===== src/rtl/dcd_pkg.sv =====
package dcd_pkg;
    localparam int ELEM_BYTES = 2;

    typedef enum logic [1:0] {
        MV_IDLE  = 2'd0,
        MV_READ  = 2'd1,
        MV_WRITE = 2'd2
    } mv_state_t;
endpackage


===== src/rtl/dcd_chan.sv =====
module dcd_chan #(
    parameter int AW = 16,
    parameter int EW = 8,
    parameter int FW = 8
) (
    input  logic          clk,
    input  logic          rst,
    input  logic          start,
    input  logic          hw_req,
    input  logic          flag_clr,
    input  logic [AW-1:0] cfg_src,
    input  logic [AW-1:0] cfg_dst,
    input  logic [EW-1:0] cfg_ecnt,
    input  logic [FW-1:0] cfg_fcnt,
    input  logic          cfg_block,
    input  logic          frame_done,
    input  logic [AW-1:0] upd_src,
    input  logic [AW-1:0] upd_dst,
    output logic          active,
    output logic          pend,
    output logic [AW-1:0] cur_src,
    output logic [AW-1:0] cur_dst,
    output logic          done_flag,
    output logic          chain_fire
);
    logic [FW-1:0] frames_left;
    logic          empty_job;
    logic          last_frame;

    assign empty_job  = (cfg_ecnt == '0) || (cfg_fcnt == '0);
    assign last_frame = (frames_left == FW'(1));

    always_ff @(posedge clk) begin
        if (rst) begin
            active      <= 1'b0;
            pend        <= 1'b0;
            cur_src     <= '0;
            cur_dst     <= '0;
            frames_left <= '0;
            done_flag   <= 1'b0;
            chain_fire  <= 1'b0;
        end else begin
            chain_fire <= 1'b0;
            if (flag_clr) done_flag <= 1'b0;
            if (start && !active) begin
                cur_src <= cfg_src;
                cur_dst <= cfg_dst;
                if (empty_job) begin
                    done_flag  <= 1'b1;
                    chain_fire <= 1'b1;
                end else begin
                    active      <= 1'b1;
                    pend        <= 1'b1;
                    frames_left <= cfg_fcnt;
                end
            end else if (active) begin
                if (frame_done) begin
                    cur_src     <= upd_src;
                    cur_dst     <= upd_dst;
                    frames_left <= frames_left - FW'(1);
                    chain_fire  <= !cfg_block || last_frame;
                    if (last_frame) begin
                        active    <= 1'b0;
                        pend      <= 1'b0;
                        done_flag <= 1'b1;
                    end else if (!cfg_block) begin
                        pend <= hw_req;
                    end
                end else if (hw_req) begin
                    pend <= 1'b1;
                end
            end
        end
    end
endmodule


===== src/rtl/dcd_arb.sv =====
module dcd_arb #(
    parameter int NCH = 2,
    parameter int CIW = 1
) (
    input  logic [NCH-1:0] pend,
    output logic           gnt_valid,
    output logic [CIW-1:0] gnt_idx
);
    always_comb begin
        gnt_valid = 1'b0;
        gnt_idx   = '0;
        for (int i = NCH - 1; i >= 0; i--) begin
            if (pend[i]) begin
                gnt_valid = 1'b1;
                gnt_idx   = CIW'(i);
            end
        end
    end
endmodule


===== src/rtl/dcd_mover.sv =====
module dcd_mover
    import dcd_pkg::*;
#(
    parameter int AW  = 16,
    parameter int EW  = 8,
    parameter int CIW = 1
) (
    input  logic           clk,
    input  logic           rst,
    input  logic           load,
    input  logic [CIW-1:0] ld_ch,
    input  logic [AW-1:0]  ld_src,
    input  logic [AW-1:0]  ld_dst,
    input  logic [EW-1:0]  ld_ecnt,
    output logic           idle,
    output logic           frame_done,
    output logic [CIW-1:0] cur_ch,
    output logic [AW-1:0]  nxt_src,
    output logic [AW-1:0]  nxt_dst,
    output logic           mem_rd_en,
    output logic [AW-1:0]  mem_rd_addr,
    input  logic [15:0]    mem_rd_data,
    output logic           mem_wr_en,
    output logic [AW-1:0]  mem_wr_addr,
    output logic [15:0]    mem_wr_data
);
    typedef struct packed {
        logic [CIW-1:0] ch;
        logic [AW-1:0]  src;
        logic [AW-1:0]  dst;
        logic [EW-1:0]  left;
    } job_t;

    localparam logic [AW-1:0] STEP = AW'(ELEM_BYTES);

    mv_state_t state;
    job_t      job;

    always_ff @(posedge clk) begin
        if (rst) begin
            state <= MV_IDLE;
            job   <= '0;
        end else begin
            unique case (state)
                MV_IDLE: if (load) begin
                    job.ch   <= ld_ch;
                    job.src  <= ld_src;
                    job.dst  <= ld_dst;
                    job.left <= ld_ecnt;
                    state    <= MV_READ;
                end
                MV_READ: begin
                    job.src <= job.src + STEP;
                    state   <= MV_WRITE;
                end
                MV_WRITE: begin
                    job.dst  <= job.dst + STEP;
                    job.left <= job.left - EW'(1);
                    state    <= (job.left == EW'(1)) ? MV_IDLE : MV_READ;
                end
                default: state <= MV_IDLE;
            endcase
        end
    end

    assign idle        = (state == MV_IDLE);
    assign frame_done  = (state == MV_WRITE) && (job.left == EW'(1));
    assign cur_ch      = job.ch;
    assign nxt_src     = job.src;
    assign nxt_dst     = job.dst + STEP;
    assign mem_rd_en   = (state == MV_READ);
    assign mem_rd_addr = job.src;
    assign mem_wr_en   = (state == MV_WRITE);
    assign mem_wr_addr = job.dst;
    assign mem_wr_data = mem_rd_data;
endmodule


===== src/rtl/dual_chain_dma.sv =====
module dual_chain_dma
    import dcd_pkg::*;
#(
    parameter int NCH = 2,
    parameter int AW  = 16,
    parameter int EW  = 8,
    parameter int FW  = 8,
    parameter int CIW = (NCH > 1) ? $clog2(NCH) : 1
) (
    input  logic                     clk,
    input  logic                     rst,
    input  logic [NCH-1:0][AW-1:0]   cfg_src,
    input  logic [NCH-1:0][AW-1:0]   cfg_dst,
    input  logic [NCH-1:0][EW-1:0]   cfg_ecnt,
    input  logic [NCH-1:0][FW-1:0]   cfg_fcnt,
    input  logic [NCH-1:0]           cfg_block,
    input  logic [NCH-1:0]           cfg_chain_en,
    input  logic [NCH-1:0][CIW-1:0]  cfg_chain_tgt,
    input  logic [NCH-1:0]           cfg_irq_en,
    input  logic [NCH-1:0]           sw_start,
    input  logic [NCH-1:0]           hw_req,
    input  logic [NCH-1:0]           flag_clr,
    output logic [NCH-1:0]           blk_done,
    output logic [NCH-1:0]           irq,
    output logic [NCH-1:0]           busy,
    output logic                     mem_rd_en,
    output logic [AW-1:0]            mem_rd_addr,
    input  logic [15:0]              mem_rd_data,
    output logic                     mem_wr_en,
    output logic [AW-1:0]            mem_wr_addr,
    output logic [15:0]              mem_wr_data
);
    logic [NCH-1:0]          ch_active, ch_pend, ch_done, ch_chain, ch_trig, ch_fdone;
    logic [NCH-1:0][AW-1:0]  ch_src, ch_dst;
    logic                    gnt_valid, mv_idle, mv_fdone;
    logic [CIW-1:0]          gnt_idx, mv_ch;
    logic [AW-1:0]           mv_src, mv_dst;

    always_comb begin
        ch_trig = '0;
        for (int t = 0; t < NCH; t++) begin
            for (int c = 0; c < NCH; c++) begin
                if (ch_chain[c] && cfg_chain_en[c] && (cfg_chain_tgt[c] == CIW'(t)))
                    ch_trig[t] = 1'b1;
            end
        end
    end

    generate
        for (genvar g = 0; g < NCH; g++) begin : g_chan
            assign ch_fdone[g] = mv_fdone && (mv_ch == CIW'(g));
            dcd_chan #(.AW(AW), .EW(EW), .FW(FW)) u_chan (
                .clk        (clk),
                .rst        (rst),
                .start      (sw_start[g] | ch_trig[g]),
                .hw_req     (hw_req[g]),
                .flag_clr   (flag_clr[g]),
                .cfg_src    (cfg_src[g]),
                .cfg_dst    (cfg_dst[g]),
                .cfg_ecnt   (cfg_ecnt[g]),
                .cfg_fcnt   (cfg_fcnt[g]),
                .cfg_block  (cfg_block[g]),
                .frame_done (ch_fdone[g]),
                .upd_src    (mv_src),
                .upd_dst    (mv_dst),
                .active     (ch_active[g]),
                .pend       (ch_pend[g]),
                .cur_src    (ch_src[g]),
                .cur_dst    (ch_dst[g]),
                .done_flag  (ch_done[g]),
                .chain_fire (ch_chain[g])
            );
        end
    endgenerate

    dcd_arb #(.NCH(NCH), .CIW(CIW)) u_arb (
        .pend      (ch_pend),
        .gnt_valid (gnt_valid),
        .gnt_idx   (gnt_idx)
    );

    dcd_mover #(.AW(AW), .EW(EW), .CIW(CIW)) u_mover (
        .clk         (clk),
        .rst         (rst),
        .load        (gnt_valid && mv_idle),
        .ld_ch       (gnt_idx),
        .ld_src      (ch_src[gnt_idx]),
        .ld_dst      (ch_dst[gnt_idx]),
        .ld_ecnt     (cfg_ecnt[gnt_idx]),
        .idle        (mv_idle),
        .frame_done  (mv_fdone),
        .cur_ch      (mv_ch),
        .nxt_src     (mv_src),
        .nxt_dst     (mv_dst),
        .mem_rd_en   (mem_rd_en),
        .mem_rd_addr (mem_rd_addr),
        .mem_rd_data (mem_rd_data),
        .mem_wr_en   (mem_wr_en),
        .mem_wr_addr (mem_wr_addr),
        .mem_wr_data (mem_wr_data)
    );

    assign blk_done = ch_done;
    assign irq      = ch_done & cfg_irq_en;
    assign busy     = ch_active;
endmodule


===== config.mk =====
export PLATFORM = sky130hd
export DESIGN_NAME = dual_chain_dma
export DESIGN_NICKNAME = d
export VERILOG_FILES = /design/src/rtl/dcd_pkg.sv /design/src/rtl/dcd_chan.sv /design/src/rtl/dcd_arb.sv /design/src/rtl/dcd_mover.sv /design/src/rtl/dual_chain_dma.sv
export SDC_FILE = /design/constraint.sdc
export NUM_CORES = 1
export LEC_CHECK = 0
export BUFFER_PORTS_ARGS = -buffer_cell sky130_fd_sc_hd__buf_4
export CORE_MARGIN = 5
export CORE_UTILIZATION = 55
export CTS_CLUSTER_DIAMETER = 120
export DETAILED_ROUTE_END_ITERATION = 10
export PLACE_DENSITY = 0.82
export SLEW_MARGIN = 20
export SYNTH_ARGS = -nofsm -noshare
export SYNTH_HDL_FRONTEND = slang
export SYNTH_HIERARCHICAL = 1
export SYNTH_SLANG_ARGS = --single-unit

===== constraint.sdc =====
create_clock -name clk -period 3.4 [get_ports clk]
set_input_delay 0.68 -clock clk [delete_from_list [all_inputs] [get_ports clk]]
set_output_delay 0.68 -clock clk [all_outputs]
set_load 0.005 [all_outputs]

Word-level counts from Yosys, hierarchy flattened
Index checks and enable logic that the tools add are counted.
{"block": "word_totals", "regBits": 131, "input_bits": 128}
{"block": "op_classes", "add_sub_neg": 5, "n_lt_le_gt_ge": 1, "eq_ne": 10, "n_mux": 81, "n_bitwise": 6, "n_reduce_logical": 42}
{"operator": "$mux 16", "count": 16}
{"operator": "$mux 8", "count": 10}
{"operator": "$mux 1", "count": 50}
{"operator": "$pmux 24 s2", "count": 1}
{"operator": "$mux 40", "count": 1}
{"operator": "$add 16x2->16 const B", "count": 2}
{"operator": "$logic_not 8->1", "count": 4}
{"operator": "$pmux 16 s2", "count": 1}
{"operator": "$eq 8x1->1 const B", "count": 3}
{"operator": "$sub 8x1->8 const B", "count": 3}
{"operator": "$logic_and 1x1->1", "count": 12}
{"operator": "$reduce_bool 2->1", "count": 6}
{"operator": "$reduce_and 2->1", "count": 5}
{"operator": "$ne 4x4->1 const B", "count": 2}
{"operator": "$reduce_and 4->1", "count": 2}
{"operator": "$pmux 2 s3", "count": 1}
{"operator": "$reduce_and 3->1", "count": 2}
{"operator": "$reduce_bool 3->1", "count": 2}
{"operator": "$logic_not 1->1", "count": 4}
{"operator": "$logic_or 1x1->1", "count": 4}
{"operator": "$ne 2x2->1 const B", "count": 2}
{"operator": "$not 1->1", "count": 3}
{"operator": "$and 2x2->2", "count": 1}
{"operator": "$eq 2x1->1 const B", "count": 1}
{"operator": "6 further kinds", "count": 7}

Logic depth before layout (Yosys ltp)
Gate-level depths: netlist of the first run.
{"block": "depth", "word_depth": 8, "depth_mapped": 10, "ltp_nobuf": 10}

Modules after synthesis
The synthesis of the first run kept the hierarchy.
{"module": "dcd_chan", "instances": 2, "cells_each": 270, "area_each_um2": 2085.8}
{"module": "dcd_mover", "instances": 1, "cells_each": 384, "area_each_um2": 3004.1}
{"module": "dual_chain_dma", "instances": 1, "cells_each": 56, "area_each_um2": 561.8}
{"module": "dcd_arb", "instances": 1, "cells_each": 2, "area_each_um2": 15.0}

Worst setup path after synthesis of the first run
Ideal clock, no wire load.
{"block": "synth_path", "path_type": "register to register", "start": "reg u_mover.state[1]", "end": "reg g_chan[0].u_chan.frames_left[5]", "arrival_ns": 2.644, "t_required_ns": 3.326, "setup_slack_ns": 0.681, "stages_incl_launch_ff": 10, "path_buffers": 2, "synth_period_minus_slack_ns": 2.719, "cell_sequence": "dfxtp_1 > clkbuf_1 > nand2b_1 > clkbuf_1 > nor2_1 > nor2b_1 > nand2_1 > or4_1 > or4_1 > a31oi_1"}
{"block": "synth_between", "elab_chain_len": 5}
{"element": "start: declaration", "line": "dcd_mover.sv:36", "text": "mv_state_t state;"}
{"element": "start signal: assignment", "line": "dcd_mover.sv:59", "text": "state <= (job.left == EW'(1)) ? MV_IDLE : MV_READ;"}
{"element": "$eq 2x2->1", "line": "dcd_mover.sv:67", "text": "assign frame_done = (state == MV_WRITE) && (job.left == EW'(1));"}
{"element": "$logic_and 1x1->1", "line": "dcd_mover.sv:67"}
{"element": "via mv_fdone", "line": "dual_chain_dma.sv:35", "text": "logic gnt_valid, mv_idle, mv_fdone;"}
{"element": "$logic_and 1x1->1", "line": "dual_chain_dma.sv:51", "text": "assign ch_fdone[g] = mv_fdone && (mv_ch == CIW'(g));"}
{"element": "via ch_fdone[0]", "line": "dual_chain_dma.sv:33", "text": "logic [NCH-1:0] ch_active, ch_pend, ch_done, ch_chain, ch_trig, ch_fdone;"}
{"element": "$reduce_bool 2->1 (no source line)"}
{"element": "$reduce_and 3->1 (no source line)"}
{"element": "end signal: assignment", "line": "dcd_chan.sv:54", "text": "frames_left <= cfg_fcnt;"}
{"element": "end signal: assignment", "line": "dcd_chan.sv:60", "text": "frames_left <= frames_left - FW'(1);"}
{"element": "end: declaration", "line": "dcd_chan.sv:26", "text": "logic [FW-1:0] frames_left;"}
The timed path passes the listed nets, and every way through them passes these cells.
A chain may end at the register's enable or synchronous reset.

Worst setup path in the final report of the first run
{"block": "layout_path", "start": "reg u_mover.state[0]", "end": "out mem_wr_en"}
{"block": "layout_between", "elab_chain_len": 1}
{"element": "$eq 2x2->1", "line": "dcd_mover.sv:73", "text": "assign mem_wr_en = (state == MV_WRITE);"}
{"element": "end: declaration", "line": "dual_chain_dma.sv:29", "text": "output logic mem_wr_en,"}
Every way passes these cells.

==> results of run 1 <==
per-layer routing:
layer / GRT usage [%] / wire, µm
met4: 8.709 / 479
met1: 33.82 / 9466
met5: 0 / 0
met3: 6.019 / 1659
met2: 44.21 / 10870
power breakdown:
part           leakage (µW)  switching, µW  total, µW  internal [µW]
clock network      0.000239            613       1580            969
logic               0.00233            521        964            442
registers           0.00107            179       1850           1670
total               0.00364           1310       4400           3080
metrics by stage:
| stage | std cells | utilization (%) | setup slack (ns) | total power [µW] |
|---|---|---|---|---|
| floorplan | 982 | - | 0.6812 | 2526 |
| global placement | 1195 | 61.23 | 0.8750 | 2787 |
| detailed placement | 1195 | 61.23 | 0.8313 | 2805 |
| CTS | 1222 | 64.80 | 0.7945 | 4389 |
| global route | 1222 | 64.80 | 0.6120 | 4583 |
| finish | 1222 | 64.80 | 0.7757 | 4397 |
worst min-delay path: stages, from the launching register on:
cell and delay, ns:
dfxtp_1 0.32, nand2_1 0.06, a21oi_1 0.05
final cells by class:
cell class                      count  area, µm²
Inverter                           20      75.07
Timing Repair Buffer              166       1246
Fill cell                        1185       4867
Sequential cell                   131       2623
Multi-Input combinational cell    698       4298
Tap cell                          180      225.2
Clock buffer                       27      493.0
cells in the final DEF, fill, tap and decap left out, types with 4 or more instances in the layout:
cell type,netlist,routed
o221ai_1,9,9
a31oi_1,22,22
o211ai_1,8,8
o2bb2ai_1,4,4
o311ai_0,5,5
mux2i_1,5,5
nand3_1,32,32
or3_1,5,5
buf_4,65,166
and2_1,5,5
mux2_2,43,43
nand2b_1,8,8
dfxtp_1,131,131
xor2_1,9,9
a21oi_1,45,45
o31a_1,4,4
xnor2_1,9,9
inv_1,20,20
a32oi_1,6,6
nor2b_1,10,8
nand4_1,4,4
clkbuf_1,53,7
nand2_1,178,176
or4_1,9,9
nor3_1,12,12
clkbuf_16,0,17
o21ai_0,17,17
a311oi_1,70,70
and3_1,9,9
nor2_1,96,96
a21o_1,5,5
nor4_1,17,17
ha_1,8,8
a22oi_1,4,4
how the worst max path moves through the flow:
stage	startpoint	endpoint	slack (ns)	cells after the start
floorplan	u_mover/state[1]$_SDFFE_PP0P_	g_chan[0].u_chan/frames_left[5]$_SDFFE_PP0P_	0.68	9
global placement	u_mover/job[2]$_SDFFE_PP0P_	g_chan[0].u_chan/frames_left[5]$_SDFFE_PP0P_	0.88	8
detailed placement	u_mover/job[2]$_SDFFE_PP0P_	g_chan[0].u_chan/frames_left[5]$_SDFFE_PP0P_	0.83	8
CTS	u_mover/state[0]$_SDFFE_PP0P_	mem_wr_en	0.79	4
global route	u_mover/state[0]$_SDFFE_PP0P_	mem_rd_en	0.61	3
finish	u_mover/state[0]$_SDFFE_PP0P_	mem_wr_en	0.78	4
sequential cells by signal, summed over array words and instances, names as in the netlist:
signal,flops
g_chan.u_chan/cur_dst,32
u_mover/state,2
g_chan.u_chan/pend,2
u_mover/job,8
g_chan.u_chan/frames_left,16
u_mover/cur_ch,1
g_chan.u_chan/chain_fire,2
u_mover/mem_wr_addr,16
g_chan.u_chan/done_flag,2
g_chan.u_chan/active,2
u_mover/mem_rd_addr,16
g_chan.u_chan/cur_src,32
cell families after synthesis:
logic type	after synthesis	synth area share (%)
multiplexers	50	7.182
AO/OA/AOI/OAI	213	20.08
AND/OR/NAND/NOR	409	24.52
adder cells (fa/ha/maj)	8	1.291
buffers and inverters	153	11.07
XOR/XNOR	18	2.034
flip-flops	131	33.83
==> impl_results.md, run 1 <==
- Status: complete, no violations
- Core ar.: 0.01383 mm²
- Area growth syn-to-layout: 15.57%
- FFs w/ async S/R, synth: 0%
- Worst setup SP type: register
- Final period utilization: 77.19%
- Sequential area share after synthesis: 33.83%
- Post-DP HPWL: 15180 µm
- Required @ worst endpoint: 2.72 ns
- CP peak stage delay: 0.63 ns
- R2r setup slk: 0.79 ns
- Via count: 7528
- Final instance area: 0.008960 mm²
- CTS root buffer: clkbuf_16
- P_leak: 0.003639 µW
- Initial antenna violation count: 0
- Tmin final: 2.624 ns
- Post-Route WL: 22480 µm
- Top-area cell type share of the netlist area: 33.83%
- Drt wl/cell: 18.39 µm
- Number of enable flip-flop cells after synthesis: 0
- Gp weighted congestion: 0.8941
- Critical Path Fanout Max: 16
- Hold Path End: u_mover/cur_ch$_SDFFE_PP0P_
- First DRT Iteration DRCs: 833
- Clock transition at the registers of the reported paths: 0.05 ns
- GRT Total Usage: 26.45%
- Syn avg cell area: 7.895 µm²
- TritonCTS buffer count: 17
- Fin nets: 1170
- Synth warn: 6
- Instance count of the mapped netlist: 982
- TritonCTS clock tree: built
- Rel. slew slack: 40.49%
- #FFs+latches synth: 131
- Placed Area: 0.008467 mm²
- Worst Max-Slew Pin Slew: 0.8893 ns
- Final setup viols: 0
- Critical path endpoint category: output port
- Ys flop type: dfxtp_1
- Largest net degree at the start of global routing: 72
- First-pass GRT wire length: 35560 µm
- Post-Syn Area: 0.007752 mm²
- Worst-path cell chain: nand2b_1, buf_4, inv_1, buf_4
- Setup Buffers After CTS: 0
- # resized after CTS: 0
- Top-count cell post-synth: nand2_1
- Hold Path Class: register to register
- Crit path top cell by count: buf_4
- Pre-antenna DRT Iters: 5
- Clk sinks: 131
- Residual DRC: 0
- Hold_buf cts: 0
- Diode count: 0
- Final ANT Viol Nets: 0
- IO buf count: 151
- Worst skew pair latency: 0.42 ns
- Peak VDD IR: 433.5 µV
- Worst path bufs/invs: 3
- Pwr dens: 490.7 mW/mm²
- Setup CP Type: register to output port
- Die ar.: 0.01657 mm²
- H-tree Lvls: 4
- Ranking of synthesized cells by area: dfxtp_1 34%, nand2_1 8.6%, a311oi_1 7.9%, buf_4 6.3%, mux2_2 6.2%
- R2R cell count: 8
- Cell with the largest stage delay on the worst path: dfxtp_1
- RSZ-0062 raised after global routing: false
- Clk_skew: 0.009009 ns
- Worst hold start: u_mover/cur_ch$_SDFFE_PP0P_
- Largest area contributor in the netlist: dfxtp_1
- Hold path cells: 2
- Hold Fails Final Rpt: 0
- Initial Util: 56.07%
- Gr ovfl total: 0
- Clock buffer depth: 2
- Die Y-Extent: 128.7 µm
- IO Count: 184
- Synthesized netlist net count: 1118
- Minimum hold slack: 0.4747 ns
- Crit path DAT: 1.94 ns
- R2R Path Start: u_mover/job[2]$_SDFFE_PP0P_
- Post-synth cell types: 59
- Fmax: 381.1 MHz
- Die Wd: 128.7 µm
- R2r endpoint: g_chan[0].u_chan/frames_left[5]$_SDFFE_PP0P_
- Slew Viols, Final: 0
- Fin Setup TNS: 0 ns
- Vias in the first global route: 7131
- DR vias/cell: 6.160
- Layout cell share with drive strength beyond 1: 23.61%
- List of most frequent post-synthesis cells: 178 x nand2_1, 131 x dfxtp_1, 96 x nor2_1
- Top Family by Delay on Critical Path: buffers and inverters
- Number of max-cap violations: 0
- Rows: 43
Note: power is estimated with default switching activity, not from simulation.
==> run 2: changes to the inputs <==
- ABC_AREA: default -> 1
- PLACE_DENSITY: 0.82 -> 0.81
- clock period: 3.4 -> 2.5 ns (I/O delays scaled with it)
==> run 2 against run 1 <==
Compared with the run above:
- highest routed layer unchanged
- clock skew fell by 0.0011 ns
- utilization fell by 0.13 points
- design area grew 5.7%
- sequential share of layout area down 1.6 points
- routed wire length up 5.7%
- first-iteration DRC count is the same
- critical endpoint is now g_chan[0].u_chan/cur_dst[8]$_SDFFE_PP0P_
- non-clock buffer count grew 4
- register-to-register slack worse by 0.49 ns
- clock power is 52% higher
==> impl_results.md, run 2 <==
- R2r endpoint: g_chan[0].u_chan/cur_dst[8]$_SDFFE_PP0P_
- Final instance area: 0.009470 mm²
- Area growth syn-to-layout: 14.79%
- P_leak: 0.004226 µW
- First DRT Iteration DRCs: 833
- Net Sw Frac: 32.42%
- Worst skew pair latency: 0.41 ns
- Die ar.: 0.01755 mm²
- Ys flop type: dfxtp_1
- Rows: 44
- FFs w/ async S/R, synth: 0%
- Instance count of the mapped netlist: 1240
- Worst Max-Slew Pin Slew: 0.4490 ns
- R2R cell count: 12
- Crit path DAT: 2.53 ns
- #FFs+latches synth: 131
- Die Wd: 132.5 µm
- Initial antenna violation count: 0
- Fin nets: 1437
- Synthesized netlist net count: 1376
- Psw: 2192 µW
- DR vias/cell: 5.668
- List of most frequent post-synthesis cells: 232 x nand2_1, 149 x inv_1, 131 x dfxtp_1
- Setup CP Type: register to register
- Syn avg cell area: 6.654 µm²
- Setup WS post-layout: 0.3020 ns
- Status: complete, no violations
- Largest area contributor in the netlist: dfxtp_1
- Post-DP HPWL: 16460 µm
- Number of enable flip-flop cells after synthesis: 0
- Placed Area: 0.008912 mm²
- Initial Util: 56.34%
- Fin Setup TNS: 0 ns
- Critical path endpoint category: register
- Die Y-Extent: 132.5 µm
- Hold Path Class: primary input to register
- Vias in the first global route: 8024
- # resized after CTS: 0
- R2r setup slk: 0.30 ns
- Clock network power share: 35.5%
- Top-count cell post-synth: nand2_1
- Slew Viols, Final: 0
- GRT Total Usage: 26.55%
- Diode count: 0
- Synth warn: 6
- Hold Fails Final Rpt: 0
- Clock buffer depth: 2
- End of the critical path: g_chan[0].u_chan/cur_dst[8]$_SDFFE_PP0P_
- Drt wl/cell: 15.89 µm
- IO Count: 184
- Fmax: 455.0 MHz
- Filler Cell Count: 1310
- First-pass GRT wire length: 38960 µm
- Final setup viols: 0
- Via count: 8474
- Peak VDD IR: 563.8 µV
- DP Worst Slack: 0.3398 ns
- Commonest non-fill, non-tap cell in the layout: nand2_1
- Layout cell share with drive strength beyond 1: 19.91%
- IO buf count: 151
- Minimum hold slack: 0.3477 ns
- Worst Setup SP: u_mover/job[2]$_SDFFE_PP0P_
- CTS root buffer: clkbuf_16
- Residual DRC: 0
- Internal: 4569 µW
- R2R Path Start: u_mover/job[2]$_SDFFE_PP0P_
- Critical Path Fanout Max: 33
- Post-Route WL: 23750 µm
- Ranking of synthesized cells by area: dfxtp_1 32%, nand2_1 11%, inv_1 6.8%, buf_4 6.6%, a21oi_1 6.1%
- Tmin final: 2.198 ns
- RSZ-0062 raised after global routing: false
- Post-Syn Area: 0.008250 mm²
- Tot Pwr: 6762 µW
- Clock transition at the registers of the reported paths: 0.06 ns
- Number of max-cap violations: 0
- Sequential area share after synthesis: 31.79%
- Final period utilization: 87.92%
- Largest net degree at the start of global routing: 82
- Core ar.: 0.01464 mm²
- Final ANT Viol Nets: 0
- Worst setup SP type: register
- Combinational Power Share: 26.6%
- Post-synth cell types: 40
- Hold_buf cts: 0
- Rel. slew slack: 70.06%
- Gr ovfl total: 0
- Sequential power share: 37.9%
- Pre-antenna DRT Iters: 5
- Setup Buffers After CTS: 0
- Most frequent cells in the layout: 232 x nand2_1, 166 x buf_4, 149 x inv_1, 131 x dfxtp_1, 112 x nor2_1
- TritonCTS clock tree: built
- Biggest regs: g_chan.u_chan/cur_dst x32, g_chan.u_chan/cur_src x32
- Pwr dens: 714.0 mW/mm²
- H-tree Lvls: 4
- Clk sinks: 131
- Top-area cell type share of the netlist area: 31.79%
- Required @ worst endpoint: 2.83 ns
- TritonCTS buffer count: 17
- Clk_skew: 0.007901 ns
- Gp weighted congestion: 0.9366
run 2: cell types whose count changed in the layout (fill, tap and decap cells not counted), sizes merged, moves of 15 or more:
| cell | change |
|---|---|
| nand2 | +62 |
| nor4 | -17 |
| a31oi | -15 |
| a311oi | -70 |
| o21ai | +146 |
| o22ai | +64 |
| nor2 | +26 |
| mux2 | -45 |
| inv | +138 |
| a21oi | +53 |
| nand3 | +40 |
run 2: routing by layer:
metal  share of wire (%)  global-route usage [%]  vias up
met3                 9.9                   6.226       52
li1                    -                       -     4146
met4                 2.4                   9.296        0
met1                  41                   34.59     3803
met5                   0                       0        -
met2                  46                   43.25      473
run 2: worst min-delay path by stage:
stage	start	to	cells past startpoint
floorplan	g_chan[1].u_chan/pend$_SDFFE_PP0P_	g_chan[1].u_chan/pend$_SDFFE_PP0P_	2
global placement	g_chan[0].u_chan/frames_left[1]$_SDFFE_PP0P_	g_chan[0].u_chan/frames_left[1]$_SDFFE_PP0P_	2
detailed placement	g_chan[0].u_chan/frames_left[1]$_SDFFE_PP0P_	g_chan[0].u_chan/frames_left[1]$_SDFFE_PP0P_	2
CTS	rst	u_mover/job[6]$_SDFFE_PP0P_	2
global route	rst	u_mover/job[7]$_SDFFE_PP0P_	2
finish	rst	u_mover/mem_rd_addr[1]$_SDFFE_PP0P_	2
run 2: area by class of cell:
| type | instances | area (µm²) | share of cell area (%) |
|---|---|---|---|
| Clock buffer | 23 | 478.0 | 5.047 |
| Clock inverter | 6 | 80.08 | 0.8456 |
| Inverter | 159 | 599.3 | 6.328 |
| Multi-Input combinational cell | 822 | 4134 | 43.65 |
| Sequential cell | 131 | 2623 | 27.69 |
| Tap cell | 184 | 230.2 | 2.431 |
| Timing Repair Buffer | 170 | 1326 | 14.00 |
run 2: logic make-up after synthesis:
logic type      count (synthesis)  share of synthesized area (%)
compound gates                343                          23.82
flops                         131                          31.79
xor+xnor                       10                          1.062
simple gates                  461                          23.95
fa+ha+maj                       8                          1.213
buf+inv                       287                          18.17
run 2: power by group through the flow:
stage / Sequential, µW / Clock, µW / Combinational, µW
3_3_place_gp: 2590 / 0 / 1720
3_5_place_dp: 2600 / 0 / 1750
2_1_floorplan: 2520 / 0 / 1440
4_1_cts: 2560 / 2410 / 1770
6_report: 2560 / 2400 / 1800
5_1_grt: 2590 / 2520 / 2000
run 2: worst max-delay path, stage by stage (launching register included):
cell,delay (ns)
dfxtp_1,0.31
inv_1,0.08
nand2_1,0.07
nor2_1,0.16
nand4_1,0.17
nor2_1,0.17
inv_1,0.05
nor2_1,0.18
nand2_2,0.10
inv_2,0.07
buf_4,0.39
o22ai_1,0.17
a21oi_1,0.18
run 2: per-stage QoR:
step                      instances  util, %
after floorplan                1240        -
after global placement         1466    60.86
after detailed placement       1466    60.86
after CTS                      1495    64.67
after global routing           1495    64.67
final                          1495    64.67
==> run 3: changes to the inputs <==
- CORE_MARGIN: 5 -> 2
- TNS_END_PERCENT: default -> 1
==> run 3 against run 2 <==
Compared with the run above:
- power grew 1.9%
- first-iteration DRC count increased by 12%
- via count up 1.7%
- sequential share of layout area is 0.23 points lower
- final cell count up 0.40%
- maximum frequency is 3.5% lower
- critical path depth rose by 2
- critical path type unchanged
- register-to-register slack got worse by 0.08 ns
- flip-flop and latch count did not move
==> impl_results.md, run 3 (synthesized netlist as in run 2, its figures left out) <==
- Rel. slew slack: 68.75%
- Number of max-cap violations: 0
- Pre-antenna DRT Iters: 6
- Die Y-Extent: 126.5 µm
- Gr ovfl total: 0
- Final ANT Viol Nets: 0
- Die Wd: 126.5 µm
- Biggest regs: g_chan.u_chan/cur_dst x32, g_chan.u_chan/cur_src x32
- Tmin final: 2.277 ns
- Hold Path Class: primary input to register
- Peak VDD IR: 553.1 µV
- Clock buffer depth: 2
- Layout cell share with drive strength beyond 1: 20.43%
- Critical path endpoint category: register
- Fin nets: 1441
- Initial Util: 56.55%
- Net Sw Frac: 33.02%
- IO Count: 184
- Area of the multi-input gates: 0.004136 mm²
- Pwr dens: 721.6 mW/mm²
- Core ar.: 0.01459 mm²
- GRT Total Usage: 30.02%
- CTS root buffer: clkbuf_16
- IO buf count: 151
- Hold Fails Final Rpt: 0
- Gp weighted congestion: 0.9033
- Slew Viols, Final: 0
- Internal: 4615 µW
- TritonCTS buffer count: 17
- Rows: 44
- DP Worst Slack: 0.2620 ns
- Clk_skew: 0.008735 ns
- Worst Max-Slew Pin Slew: 0.4687 ns
- Status: complete, no violations
- Worst skew pair latency: 0.43 ns
- Filler Cell Count: 1307
- R2r setup slk: 0.22 ns
- First DRT Iteration DRCs: 931
- Reg area: 0.002623 mm²
- Final period utilization: 91.10%
- Psw: 2276 µW
- Required @ worst endpoint: 2.85 ns
- Final core occ: 65.45%
- Clock network power share: 36.3%
- Setup CP Type: register to register
- Cell with the largest stage delay on the worst path: dfxtp_1
- Die ar.: 0.01600 mm²
- Final instance area: 0.009549 mm²
- Initial antenna violation count: 0
- TritonCTS clock tree: built
- Crit path DAT: 2.63 ns
- Setup WS post-layout: 0.2226 ns
- Non-filler cells, final: 1501
- Vias in the first global route: 7901
- Hold_buf cts: 0
- Placed Area: 0.008940 mm²
- Critical Path Fanout Max: 38
- Combinational Power Share: 26.4%
- CP peak stage delay: 0.31 ns
- Tot Pwr: 6891 µW
- Residual DRC: 0
- Clock transition at the registers of the reported paths: 0.06 ns
- Placed cells: 1468
- Most frequent cells in the layout: 232 x nand2_1, 169 x buf_4, 149 x inv_1, 131 x dfxtp_1, 111 x nor2_1
- Diode count: 0
- Post-DP HPWL: 16350 µm
- Post-Route WL: 24260 µm
- Sequential power share: 37.3%
- Commonest non-fill, non-tap cell in the layout: nand2_1
- First-pass GRT wire length: 38780 µm
- Final setup viols: 0
- Worst-path cell chain: inv_1, nand2_1, nor2_2, nand4_1, nor2_1, nand2_1, inv_1, nand2_2, inv_2, nor2_1, inv_2, buf_12, o21ai_0, a21oi_1
- Via count: 8621
- Largest net degree at the start of global routing: 82
- Worst setup SP type: register
- Clk sinks: 131
- P_leak: 0.004253 µW
- Fmax: 439.1 MHz
- DR vias/cell: 5.744
- Area growth syn-to-layout: 15.74%
- Drt wl/cell: 16.16 µm
- H-tree Lvls: 4
==> run 3: area by class of cell <==
class,count,share of cell area [%]
Clock inverter,8,1.061
Multi-Input combinational cell,822,43.32
Inverter,159,6.302
Sequential cell,131,27.46
Tap cell,184,2.411
Timing Repair Buffer,174,14.33
Clock buffer,23,5.110
==> run 3: worst paths after layout <==
| kind | to | depth (start not counted) | startpoint |
|---|---|---|---|
| worst min register to register | g_chan[0].u_chan/frames_left[1]$_SDFFE_PP0P_ | 2 | g_chan[0].u_chan/frames_left[1]$_SDFFE_PP0P_ |
| worst max-delay path | g_chan[1].u_chan/cur_dst[15]$_SDFFE_PP0P_ | 14 | u_mover/job[2]$_SDFFE_PP0P_ |
| worst min-delay path | g_chan[1].u_chan/cur_dst[10]$_SDFFE_PP0P_ | 3 | cfg_dst[26] |
| worst max register to register | g_chan[1].u_chan/cur_dst[15]$_SDFFE_PP0P_ | 14 | u_mover/job[2]$_SDFFE_PP0P_ |
==> run 3: what timing repair did <==
item | in CTS | in global routing
buffers inserted | 0 | 2
setup endpoints to repair | 0 | 69
hold endpoints to repair | 0 | 0
resized for setup | 0 | 2
==> run 3: metal layers <==
layer  GRT usage [%]  vias to the layer above  part of all wire (%)
met5               0                        -                     0
met4           13.83                        0                   3.0
met3           6.411                       70                   8.8
met2           48.79                      453                    48
met1           38.21                     3936                    41
li1                -                     4162                     -
==> run 3: stage by stage <==
| stage | TNS [ns] | hold slack [ns] |
|---|---|---|
| floorplan | 0 | 0.4516 |
| global placement | 0 | 0.4665 |
| detailed placement | 0 | 0.4752 |
| CTS | 0 | 0.3442 |
| global route | -0.0002807 | 0.3552 |
| finish | 0 | 0.3631 |
==> run 3: power groups by stage <==
stage	sequential [µW]	combinational (µW)	clock (µW)
3_3_place_gp	2600	1720	0
2_1_floorplan	2520	1440	0
4_1_cts	2560	1780	2500
3_5_place_dp	2600	1750	0
5_1_grt	2610	2000	2620
6_report	2570	1820	2500
==> run 3: worst max-delay path: cells and delay by family (launching register included) <==
kind                   cells  cell delay (ns)
AOI/OAI and AO/OA          2             0.31
buffers and inverters      5             0.69
DFF                        1             0.31
and+or+nand+nor            7             0.87
